===== config.mk =====
export PLATFORM = sky130hd
export DESIGN_NAME = cq_ring_writer
export DESIGN_NICKNAME = d
export VERILOG_FILES = /design/src/rtl/cqw_pkg.sv /design/src/rtl/cqw_ring_state.sv /design/src/rtl/cqw_writer.sv /design/src/rtl/cqw_irq.sv /design/src/rtl/cq_ring_writer.sv
export SDC_FILE = /design/constraint.sdc
export NUM_CORES = 1
export LEC_CHECK = 0
export ABC_CLOCK_PERIOD_IN_PS = 8600
export BUFFER_PORTS_ARGS = -buffer_cell sky130_fd_sc_hd__buf_4
export CAP_MARGIN = 20
export CORE_MARGIN = 5
export CORE_UTILIZATION = 30
export DETAILED_ROUTE_END_ITERATION = 16
export GPL_TIMING_DRIVEN = 0
export HOLD_SLACK_MARGIN = 0.15
export PLACE_DENSITY = 0.48
export SKIP_LAST_GASP = 1
export SLEW_MARGIN = 25
export SYNTH_ARGS = -nofsm -noshare
export SYNTH_HDL_FRONTEND = slang
export SYNTH_SLANG_ARGS = --single-unit
export TNS_END_PERCENT = 1

===== constraint.sdc =====
create_clock -name clk -period 8.6 [get_ports clk]
set_input_delay 0.86 -clock clk [delete_from_list [all_inputs] [get_ports clk]]
set_output_delay 0.86 -clock clk [all_outputs]
set_load 0.1 [all_outputs]

===== src/rtl/cqw_pkg.sv =====
// Shared constants, types and helpers for the completion ring writer.
package cqw_pkg;
    localparam int CODE_W   = 4;
    localparam int MIN_CODE = 7;
    localparam int MAX_CODE = 14;
    localparam int IDX_W    = MAX_CODE - 3;   // slot index bits for the largest ring
    localparam int TRIG_W   = IDX_W + 1;      // index plus phase bit
    localparam int RID_W    = 16;
    localparam int WORD_W   = 32;

    typedef enum logic [1:0] {W_IDLE, W_STAT, W_COMP} wr_state_t;

    // True when a size code selects a usable ring.
    function automatic logic code_legal(input logic [CODE_W-1:0] c);
        return (c >= CODE_W'(MIN_CODE)) && (c <= CODE_W'(MAX_CODE));
    endfunction

    // Highest slot index of a ring of the given code (2^(code-3) - 1).
    function automatic logic [IDX_W-1:0] last_idx(input logic [CODE_W-1:0] c);
        return {IDX_W{1'b1}} >> (CODE_W'(MAX_CODE) - c);
    endfunction
endpackage


===== src/rtl/cqw_ring_state.sv =====
// Per-queue ring bookkeeping: base, size code, slot index, phase bit and
// trigger position. Presents the state of queue rd_qid combinationally,
// including the record address and whether the current slot matches the
// trigger. Assumes NQ is a power of two so rd_qid never indexes out of range.
module cqw_ring_state
    import cqw_pkg::*;
#(
    parameter int NQ = 4,
    parameter int AW = 32
) (
    input  logic                  clk,
    input  logic                  rst_n,
    input  logic                  cfg_we,
    input  logic [$clog2(NQ)-1:0] cfg_qid,
    input  logic [AW-1:0]         cfg_base,
    input  logic [CODE_W-1:0]     cfg_code,
    input  logic                  trig_we,
    input  logic [$clog2(NQ)-1:0] trig_qid,
    input  logic [TRIG_W-1:0]     trig_pos,
    input  logic                  adv,
    input  logic [$clog2(NQ)-1:0] rd_qid,
    output logic                  rd_on,
    output logic [AW-1:0]         rd_addr,
    output logic                  rd_gen,
    output logic                  rd_hit
);
    localparam int QW = $clog2(NQ);

    logic [AW-4:0]       base_q [NQ];
    logic [CODE_W-1:0]   code_q [NQ];
    logic [IDX_W-1:0]    idx_q  [NQ];
    logic                gen_q  [NQ];
    logic [TRIG_W-1:0]   trig_q [NQ];

    // Configuration and slot advance; a configure beats a same-cycle advance.
    always_ff @(posedge clk) begin
        for (int q = 0; q < NQ; q++) begin
            if (!rst_n) begin
                base_q[q] <= '0;
                code_q[q] <= '0;
                idx_q[q]  <= '0;
                gen_q[q]  <= 1'b1;
            end else if (cfg_we && cfg_qid == QW'(q)) begin
                base_q[q] <= cfg_base[AW-1:3];
                code_q[q] <= code_legal(cfg_code) ? cfg_code : '0;
                idx_q[q]  <= '0;
                gen_q[q]  <= 1'b1;
            end else if (adv && rd_qid == QW'(q)) begin
                if (idx_q[q] == last_idx(code_q[q])) begin
                    idx_q[q] <= '0;
                    gen_q[q] <= ~gen_q[q];
                end else begin
                    idx_q[q] <= idx_q[q] + 1'b1;
                end
            end
        end
    end

    // Trigger positions written by software.
    always_ff @(posedge clk) begin
        for (int q = 0; q < NQ; q++) begin
            if (!rst_n)
                trig_q[q] <= '0;
            else if (trig_we && trig_qid == QW'(q))
                trig_q[q] <= trig_pos;
        end
    end

    logic [CODE_W-1:0] sel_code;
    logic [IDX_W-1:0]  sel_idx;
    logic [TRIG_W-1:0] sel_pos;
    logic [TRIG_W-1:0] sel_mask;

    // Read view of the selected queue and its trigger comparison.
    always_comb begin
        sel_code = code_q[rd_qid];
        sel_idx  = idx_q[rd_qid];
        rd_on    = (sel_code != '0);
        rd_gen   = gen_q[rd_qid];
        rd_addr  = {base_q[rd_qid], 3'b000} + AW'({sel_idx, 3'b000});
        sel_pos  = TRIG_W'(sel_idx) | (TRIG_W'(rd_gen) << (sel_code - CODE_W'(3)));
        sel_mask = {last_idx(sel_code), 1'b1};
        rd_hit   = ((sel_pos ^ trig_q[rd_qid]) & sel_mask) == '0;
    end

    for (genvar q = 0; q < NQ; q++) begin : g_chk
        // a wrap returns the index to zero and inverts the phase.
        assert_wrap_phase_R4: assert property (@(posedge clk) disable iff (!rst_n)
            (adv && rd_qid == QW'(q) && !(cfg_we && cfg_qid == QW'(q)) &&
             idx_q[q] == last_idx(code_q[q]))
            |=> (idx_q[q] == '0 && gen_q[q] != $past(gen_q[q])));
        // configuring a ring restarts it at slot 0 with phase 1.
        assert_cfg_restart_R5: assert property (@(posedge clk) disable iff (!rst_n)
            (cfg_we && cfg_qid == QW'(q)) |=> (idx_q[q] == '0 && gen_q[q]));
    end
endmodule


===== src/rtl/cqw_writer.sv =====
// Record writer: accepts one completion, emits the status word and then the
// completion word on the memory port in two consecutive cycles. Completions
// for disabled rings are accepted and dropped. The memory port never stalls.
module cqw_writer
    import cqw_pkg::*;
#(
    parameter int NQ = 4,
    parameter int AW = 32
) (
    input  logic                  clk,
    input  logic                  rst_n,
    input  logic                  cmp_valid,
    output logic                  cmp_ready,
    input  logic [$clog2(NQ)-1:0] cmp_qid,
    input  logic [RID_W-1:0]      cmp_rid,
    input  logic [WORD_W-1:0]     cmp_status,
    input  logic                  cmp_err,
    input  logic                  rd_on,
    input  logic [AW-1:0]         rd_addr,
    input  logic                  rd_gen,
    input  logic                  rd_hit,
    output logic                  adv,
    output logic                  mem_valid,
    output logic [AW-1:0]         mem_addr,
    output logic [WORD_W-1:0]     mem_data,
    output logic                  done,
    output logic [$clog2(NQ)-1:0] done_qid,
    output logic                  done_hit
);
    wr_state_t         st;
    logic [AW-1:0]     addr_r;
    logic [WORD_W-1:0] stat_r;
    logic [WORD_W-1:0] cword_r;

    assign cmp_ready = (st == W_IDLE);
    assign adv       = cmp_valid && cmp_ready && rd_on;

    // Sequencer: idle -> status word -> completion word -> idle.
    always_ff @(posedge clk) begin
        if (!rst_n) begin
            st <= W_IDLE;
        end else begin
            unique case (st)
                W_IDLE:  if (adv) st <= W_STAT;
                W_STAT:  st <= W_COMP;
                default: st <= W_IDLE;
            endcase
        end
    end

    // Capture of the record contents at acceptance.
    always_ff @(posedge clk) begin
        if (!rst_n) begin
            addr_r   <= '0;
            stat_r   <= '0;
            cword_r  <= '0;
            done_qid <= '0;
            done_hit <= 1'b0;
        end else if (adv) begin
            addr_r   <= rd_addr;
            stat_r   <= cmp_status;
            cword_r  <= {cmp_rid, 14'b0, cmp_err, rd_gen};
            done_qid <= cmp_qid;
            done_hit <= rd_hit;
        end
    end

    // Memory port view of the current phase.
    always_comb begin
        mem_valid = (st != W_IDLE);
        mem_addr  = (st == W_COMP) ? addr_r + AW'(4) : addr_r;
        mem_data  = (st == W_COMP) ? cword_r : stat_r;
        done      = (st == W_COMP);
    end

    // the completion word follows the status word at the next address.
    assert_stat_then_comp_R3: assert property (@(posedge clk) disable iff (!rst_n)
        (st == W_STAT) |=> (mem_valid && mem_addr == $past(mem_addr) + AW'(4)));
    // no acceptance while a record is being written.
    assert_ready_gap_R10: assert property (@(posedge clk) disable iff (!rst_n)
        mem_valid |-> !cmp_ready);
    // status words land on 8-byte boundaries.
    assert_aligned_R6: assert property (@(posedge clk) disable iff (!rst_n)
        (mem_valid && st == W_STAT) |-> mem_addr[2:0] == 3'b000);
endmodule


===== src/rtl/cqw_irq.sv =====
// Interrupt status per queue: set by a matching record on an enabled queue,
// cleared by a software mask, set winning over clear. Drives the combined line.
module cqw_irq #(
    parameter int NQ = 4
) (
    input  logic                  clk,
    input  logic                  rst_n,
    input  logic                  set_valid,
    input  logic [$clog2(NQ)-1:0] set_qid,
    input  logic [NQ-1:0]         irq_en,
    input  logic                  clr_we,
    input  logic [NQ-1:0]         clr_mask,
    output logic [NQ-1:0]         irq_status,
    output logic                  irq
);
    logic [NQ-1:0] set_vec;
    logic [NQ-1:0] clr_vec;

    assign set_vec = set_valid ? ((NQ'(1) << set_qid) & irq_en) : '0;
    assign clr_vec = clr_we ? clr_mask : '0;
    assign irq     = |(irq_status & irq_en);

    // Status update with set taking priority.
    always_ff @(posedge clk) begin
        if (!rst_n)
            irq_status <= '0;
        else
            irq_status <= (irq_status & ~clr_vec) | set_vec;
    end

    // an enabled set lands even when a clear hits the same bit.
    assert_set_wins_R9: assert property (@(posedge clk) disable iff (!rst_n)
        (set_valid && irq_en[set_qid]) |=> irq_status[$past(set_qid)]);
    // cleared bits without a competing set are gone next cycle.
    assert_clear_R9: assert property (@(posedge clk) disable iff (!rst_n)
        (clr_we && (clr_mask & ~set_vec) != '0)
        |=> ((irq_status & $past(clr_mask & ~set_vec)) == '0));

    for (genvar i = 0; i < NQ; i++) begin : g_chk
        // a status bit only rises for an enabled queue.
        assert_rise_enabled_R7: assert property (@(posedge clk) disable iff (!rst_n)
            $rose(irq_status[i]) |-> $past(irq_en[i]));
    end
endmodule


===== src/rtl/cq_ring_writer.sv =====
// Completion ring writer top: ring state, record writer and interrupt status.
// Assumes the memory write port accepts every cycle and NQ is a power of two.
module cq_ring_writer
    import cqw_pkg::*;
#(
    parameter int NQ = 4,
    parameter int AW = 32
) (
    input  logic                  clk,
    input  logic                  rst_n,
    input  logic                  cfg_we,
    input  logic [$clog2(NQ)-1:0] cfg_qid,
    input  logic [AW-1:0]         cfg_base,
    input  logic [CODE_W-1:0]     cfg_size_code,
    input  logic                  trig_we,
    input  logic [$clog2(NQ)-1:0] trig_qid,
    input  logic [TRIG_W-1:0]     trig_pos,
    input  logic                  cmp_valid,
    output logic                  cmp_ready,
    input  logic [$clog2(NQ)-1:0] cmp_qid,
    input  logic [RID_W-1:0]      cmp_rid,
    input  logic [WORD_W-1:0]     cmp_status,
    input  logic                  cmp_err,
    output logic                  mem_valid,
    output logic [AW-1:0]         mem_addr,
    output logic [WORD_W-1:0]     mem_data,
    input  logic [NQ-1:0]         irq_en,
    input  logic                  irq_clr_we,
    input  logic [NQ-1:0]         irq_clr_mask,
    output logic [NQ-1:0]         irq_status,
    output logic                  irq
);
    logic                  rd_on, rd_gen, rd_hit, adv;
    logic [AW-1:0]         rd_addr;
    logic                  done, done_hit;
    logic [$clog2(NQ)-1:0] done_qid;

    cqw_ring_state #(.NQ(NQ), .AW(AW)) u_state (
        .clk(clk), .rst_n(rst_n),
        .cfg_we(cfg_we), .cfg_qid(cfg_qid), .cfg_base(cfg_base), .cfg_code(cfg_size_code),
        .trig_we(trig_we), .trig_qid(trig_qid), .trig_pos(trig_pos),
        .adv(adv), .rd_qid(cmp_qid),
        .rd_on(rd_on), .rd_addr(rd_addr), .rd_gen(rd_gen), .rd_hit(rd_hit)
    );

    cqw_writer #(.NQ(NQ), .AW(AW)) u_writer (
        .clk(clk), .rst_n(rst_n),
        .cmp_valid(cmp_valid), .cmp_ready(cmp_ready), .cmp_qid(cmp_qid),
        .cmp_rid(cmp_rid), .cmp_status(cmp_status), .cmp_err(cmp_err),
        .rd_on(rd_on), .rd_addr(rd_addr), .rd_gen(rd_gen), .rd_hit(rd_hit),
        .adv(adv),
        .mem_valid(mem_valid), .mem_addr(mem_addr), .mem_data(mem_data),
        .done(done), .done_qid(done_qid), .done_hit(done_hit)
    );

    cqw_irq #(.NQ(NQ)) u_irq (
        .clk(clk), .rst_n(rst_n),
        .set_valid(done && done_hit), .set_qid(done_qid),
        .irq_en(irq_en), .clr_we(irq_clr_we), .clr_mask(irq_clr_mask),
        .irq_status(irq_status), .irq(irq)
    );
endmodule


; After elaboration in Yosys (flattened, before gate mapping)
; Memories as Yosys holds them, arrays and structs flattened.
; Cells that the tools add are included.
[totals]
regBits = 91
latchBits = 0
ramBits = 228
mem_bits_ro = 0
in_bits = 117
elab_cells = 221
memories = 5
[mem_list]
columns = name, depth, width, rd, rd_ports_with_merged_regs, write_ports, line_no
row1 = u_state.base_q, 4, 29, 1, 0, 4, cqw_ring_state.sv:29  ; logic [AW-4:0] base_q [NQ];
row2 = u_state.trig_q, 4, 12, 1, 0, 4, cqw_ring_state.sv:33  ; logic [TRIG_W-1:0] trig_q [NQ];
row3 = u_state.idx_q, 4, 11, 5, 0, 4, cqw_ring_state.sv:31  ; logic [IDX_W-1:0] idx_q [NQ];
row4 = u_state.code_q, 4, 4, 5, 0, 4, cqw_ring_state.sv:30  ; logic [CODE_W-1:0] code_q [NQ];
row5 = u_state.gen_q, 4, 1, 5, 0, 4, cqw_ring_state.sv:32  ; logic gen_q [NQ];
[op_classes]
n_addsub = 12
multipliers = 0
div_mod_pow = 0
order_cmp = 2
eq_ne = 16
shift = 7
mux = 104
bitwise = 44
n_reduce_logical = 24
[ops]
columns = operator, count
row1 = two-way mux 11 bit, 12
row2 = two-way mux 29 bit, 4
row3 = two-way mux 1 bit, 73
row4 = two-way mux 32 bit, 2
row5 = right shift 11 x 4 -> 11 bit (first input constant), 5
row6 = two-way mux 12 bit, 4
row7 = adder 11 x 1 -> 11 bit (second input constant), 4
row8 = equality test 11 bit, 4
row9 = adder 32 x 14 -> 32 bit, 1
row10 = adder 32 x 3 -> 32 bit (second input constant), 1
row11 = bitwise OR 1 bit, 32
row12 = two-way mux 4 bit, 7
row13 = subtractor 4 bit (first input constant), 5
row14 = logical AND 1 bit, 16
row15 = equality test 2 bit (second input constant), 7
row16 = AND 12 bit, 1
row17 = AND 4 bit, 3
row18 = logical NOT 12 bit, 1
row19 = bitwise OR 11 x 12 -> 12 bit, 1
row20 = << shifter 1 x 4 -> 12 bit, 1
row21 = bitwise XOR 12 bit, 1
row22 = equality test 2 x 1 -> 1 bit (second input constant), 4
row23 = logical NOT 2 bit, 4
row24 = >= comparator 4 x 3 -> 1 bit (second input constant), 1
row25 = 12 further kinds, 15

; Longest topological paths before layout
; An unclocked memory read counts as a cell.
[logic_depth]
depth_word = 11
mapped_depth = 16

; Cells and area by module
; Synthesis repeated with hierarchy kept, for this count alone.
[unflattened]
hier_cells = 1706
hier_area_um2 = 17783.3
[by_module_without_submodules]
columns = module, instances, cells_per_inst, area_each_um2
row1 = cqw_ring_state, 1, 1139, 13361.6
row2 = cqw_writer, 1, 547, 4212.8
row3 = cqw_irq, 1, 19, 202.7
row4 = cq_ring_writer, 1, 1, 6.3

; Worst setup path after synthesis
; No wires, ideal clock.
[synth_timing]
path_kind = input-to-reg
startpoint = input port cmp_qid[0]
endpoint = register u_writer.addr_r[29]
setup_ns = 0.132
arrival_time_ns = 4.731
t_required_ns = 8.468
path_slack_ns = 3.736
path_stages = 16
path_buffers = 6
cell_sequence = buf_6 -> buf_6 -> buf_6 -> buf_6 -> buf_2 -> buf_2 -> mux4_2 -> fa_1 -> a21oi_1 -> o21bai_1 -> a2111oi_0 -> o21ai_0 -> a21oi_1 -> nor4_1 -> xnor2_1 -> a21oi_1
[synth_via]
elab_chain_cells = 3
elab_cells_between_ends = 6
cone_classes = add/sub (1) / reduce/logical (2) / memory (3)
[synth_lines]
columns = element, line_no
row1 = from (decl), cq_ring_writer.sv:20  ; input logic [$clog2(NQ)-1:0] cmp_qid,
row2 = "parallel branches: the longest is 3 deep, another holds adder 32 x 14 -> 32 bit", --
row3 = to (signal assigned), cqw_writer.sv:60  ; addr_r <= rd_addr;
row4 = to (decl), cqw_writer.sv:31  ; logic [AW-1:0] addr_r;
; Parallel ways; which one is timed is not known.
; A chain may end at the register's enable or synchronous reset.

; Worst setup path in the final report
[layout_timing]
startpoint = input port cmp_qid[1]
endpoint = register u_writer.addr_r[29]
; The elaborated chain is that of the path after synthesis.

==> impl_metrics.env <==
export IMPL_synth_cell_type_count=57
export IMPL_run_status="completed"
export IMPL_syn_area_um2=16400
export IMPL_wl_per_cell_um=20.3
export IMPL_tightest_slew_ns=1.07
export IMPL_wirelength_mm=50.7
export IMPL_fin_tns_setup_ns=0
export IMPL_core_region_area_um2=54000
export IMPL_via_count=12457
export IMPL_hold_ws_ns=0.431
export IMPL_rsz0062_at_grt="no"
export IMPL_max_freq_mhz=164
export IMPL_hold_viol=0
export IMPL_seq_area_frac_synth_pct=52.3
export IMPL_cp_required_ns=9.01
export IMPL_grt_pass1_vias=12378
export IMPL_leakage_nw=7.67
export IMPL_synth_area_per_cell_um2=10.6
export IMPL_crit_arrival_ns=6.51
export IMPL_period_share_pct=70.9
export IMPL_clock_latency_ns=0.55
export IMPL_worst_setup_path_end_kind="flop"
export IMPL_grt_antenna_before_repair=2
export IMPL_maxCapViolCount=0
export IMPL_cts_tree="built"
export IMPL_post_cts_buffers=0
export IMPL_critical_path_class="input port to flop"
export IMPL_ys_ff_latch=316
export IMPL_clock_path_buffers=3
export IMPL_cts_root_buf="clkbuf_16"
export IMPL_drt_iter0_markers=844
export IMPL_route_detailed_drc=0
export IMPL_cts_max_level=2
export IMPL_cts_inserted_buffers=38
export IMPL_drive_above_1_share_pct=18.5
export IMPL_synth_edff_count=228
export IMPL_setup_viol=0
export IMPL_ys_flop_type="edfxtp_1"
export IMPL_p_per_area_nw_per_um2=216
export IMPL_ios=188
export IMPL_firstDrtPassIters=5
export IMPL_fp_dieArea_um2=59600
export IMPL_syn_inst=1546
export IMPL_die_y_um=244
export IMPL_cts_hold_buf=0
export IMPL_hp_class="flop to flop"
export IMPL_clock_sinks=316
export IMPL_period_needed_ns=6.10
export IMPL_worst_ir_drop_vdd_uv=105
export IMPL_fin_skew_ns=0.0152
export IMPL_nets=1929
export IMPL_grt_use_total_pct=16.5
export IMPL_start_kind="input port"
export IMPL_port_buffers=179
export IMPL_synth_warnings=0
export IMPL_clkTransAtPathRegs_ns=0.06
export IMPL_synthToLayoutAreaGrowth_pct=22.0
export IMPL_grt_pass1_wl_mm=76.5
export IMPL_crit_fanout=10
export IMPL_start_util_pct=30.4
export IMPL_overflow=0
export IMPL_max_slew_margin_rel_pct=28.9
export IMPL_antenna_left=0
export IMPL_die_x_um=244
export IMPL_gp_congestion=0.852
export IMPL_num_rows=85
export IMPL_synthArstFlopShare_pct=0
export IMPL_viasPerCell=4.98
export IMPL_dpl_hpwl_mm=37.8
export IMPL_maxSlewViolCount=0
export IMPL_ctsResizeCount=0
export IMPL_grt_max_degree=27
==> power by group <==
group	switching (W)	internal, W
logic	0.000624	0.000289
registers	0.0000652	0.00175
clock network	0.000652	0.000958
==> Yosys cell counts, types with 4 or more instances <==
cell | instances | area share [%]
a21o_1 | 5 | 0.23
dfxtp_1 | 88 | 11
a31oi_1 | 22 | 0.84
nand2b_1 | 6 | 0.23
and4_1 | 4 | 0.21
buf_4 | 4 | 0.18
o32ai_1 | 11 | 0.59
nor2_1 | 117 | 2.7
a211oi_1 | 8 | 0.37
ha_1 | 36 | 2.7
buf_1 | 8 | 0.18
and3_1 | 48 | 1.8
xnor2_1 | 46 | 2.4
nand4_1 | 10 | 0.38
buf_2 | 4 | 0.12
mux4_2 | 56 | 7.7
nand3_1 | 43 | 1.3
nor4b_1 | 9 | 0.48
o21bai_1 | 4 | 0.18
nand2_1 | 249 | 5.7
a21oi_1 | 113 | 3.4
a2111oi_0 | 4 | 0.21
xor2_1 | 47 | 2.5
buf_6 | 5 | 0.34
and2_1 | 154 | 5.9
o31ai_1 | 4 | 0.18
clkbuf_1 | 65 | 1.5
nor4_1 | 4 | 0.15
nor3_1 | 13 | 0.40
nor2b_1 | 9 | 0.34
o21ai_0 | 35 | 1.1
edfxtp_1 | 228 | 42
inv_1 | 46 | 1.0
==> cell families after synthesis <==
kind of cell | after synthesis | synth area share [%]
buf+inv | 133 | 3.38
flops | 316 | 52.3
simple gates | 681 | 20.2
fa+ha+maj | 37 | 2.86
other cells | 1 | 0.0228
compound gates | 223 | 7.95
xor+xnor | 95 | 5.22
mux | 60 | 8.01
==> cells in the final DEF (no fill, tap or decap), types with 10 or more instances in the layout <==
cell type and count:
and3_1 48, a21oi_1 112, nand2_1 249, clkbuf_16 39
o32ai_1 11, nor3_1 13, nand3_1 43, xor2_1 47
o21ai_0 30, dfxtp_1 88, xnor2_1 46, ha_1 36
mux4_2 56, nand4_1 10, buf_4 184, edfxtp_1 228
and2_1 154, clkbuf_1 73, inv_1 42, nor2_1 117
a31oi_1 22
==> layer usage <==
metal,global-route usage (%),vias to the layer above,share of wire (%)
li1,-,5945,-
met1,23.2,6037,46
met2,26.0,395,45
met3,3.00,78,5.9
met4,5.09,2,2.6
met5,0,-,0.026
==> worst paths after layout <==
check	slack, ns	endpoint	cells after the start	startpoint
max	2.50	u_writer.addr_r[29]	13	cmp_qid[1]
min	0.43	u_writer.st[1]	1	u_writer.st[1]
max reg2reg	4.35	u_writer.addr_r[29]	11	u_state.idx_q[2][0]
min reg2reg	0.43	u_writer.st[1]	1	u_writer.st[1]
==> cell type report <==
class | instances | area, um^2
fillers | 5380 | 34000
well taps | 696 | 871
diodes | 1 | 2.50
flip-flops and latches | 316 | 8610
inverters | 47 | 176
plain buffers | 86 | 380
clock inverters | 21 | 228
multi-input cells | 1098 | 7310
repair buffers | 188 | 1490
clock buffers | 47 | 1010
==> critical path: stages <==
cell and delay (ns):
buf_2 0.26, buf_4 0.33, clkbuf_1 0.78, clkbuf_1 0.70
buf_1 0.66, mux4_2 0.42, ha_1 0.38, a2111oi_0 0.58
o21ai_0 0.27, a21oi_1 0.82, nor4_1 0.12, xnor2_1 0.20
a21oi_1 0.09
==> sequential cells by signal (all words and copies together), names as in the netlist, 4 cells and up <==
register          cells
u_state.base_q      116
u_writer.cword_r     18
u_writer.addr_r      29
u_state.trig_q       48
u_state.idx_q        44
u_irq.irq_status      4
u_state.gen_q         4
u_writer.stat_r      32
u_state.code_q       16
==> per-stage QoR <==
step | cells | power [W] | setup WS (ns) | utilization, % | area, um^2
2_1_floorplan | 1547 | 0.00246 | 3.74 | - | 16500
3_3_place_gp | 2422 | 0.00275 | 1.85 | 34.6 | 18700
3_5_place_dp | 2431 | 0.00276 | 1.92 | 34.9 | 18800
4_1_cts | 2499 | 0.00439 | 2.50 | 37.2 | 20100
5_1_grt | 2499 | 0.00452 | 2.10 | 37.2 | 20100
6_report | 2500 | 0.00434 | 2.50 | 37.2 | 20100
No activity file was read; power rests on OpenSTA's default activity.
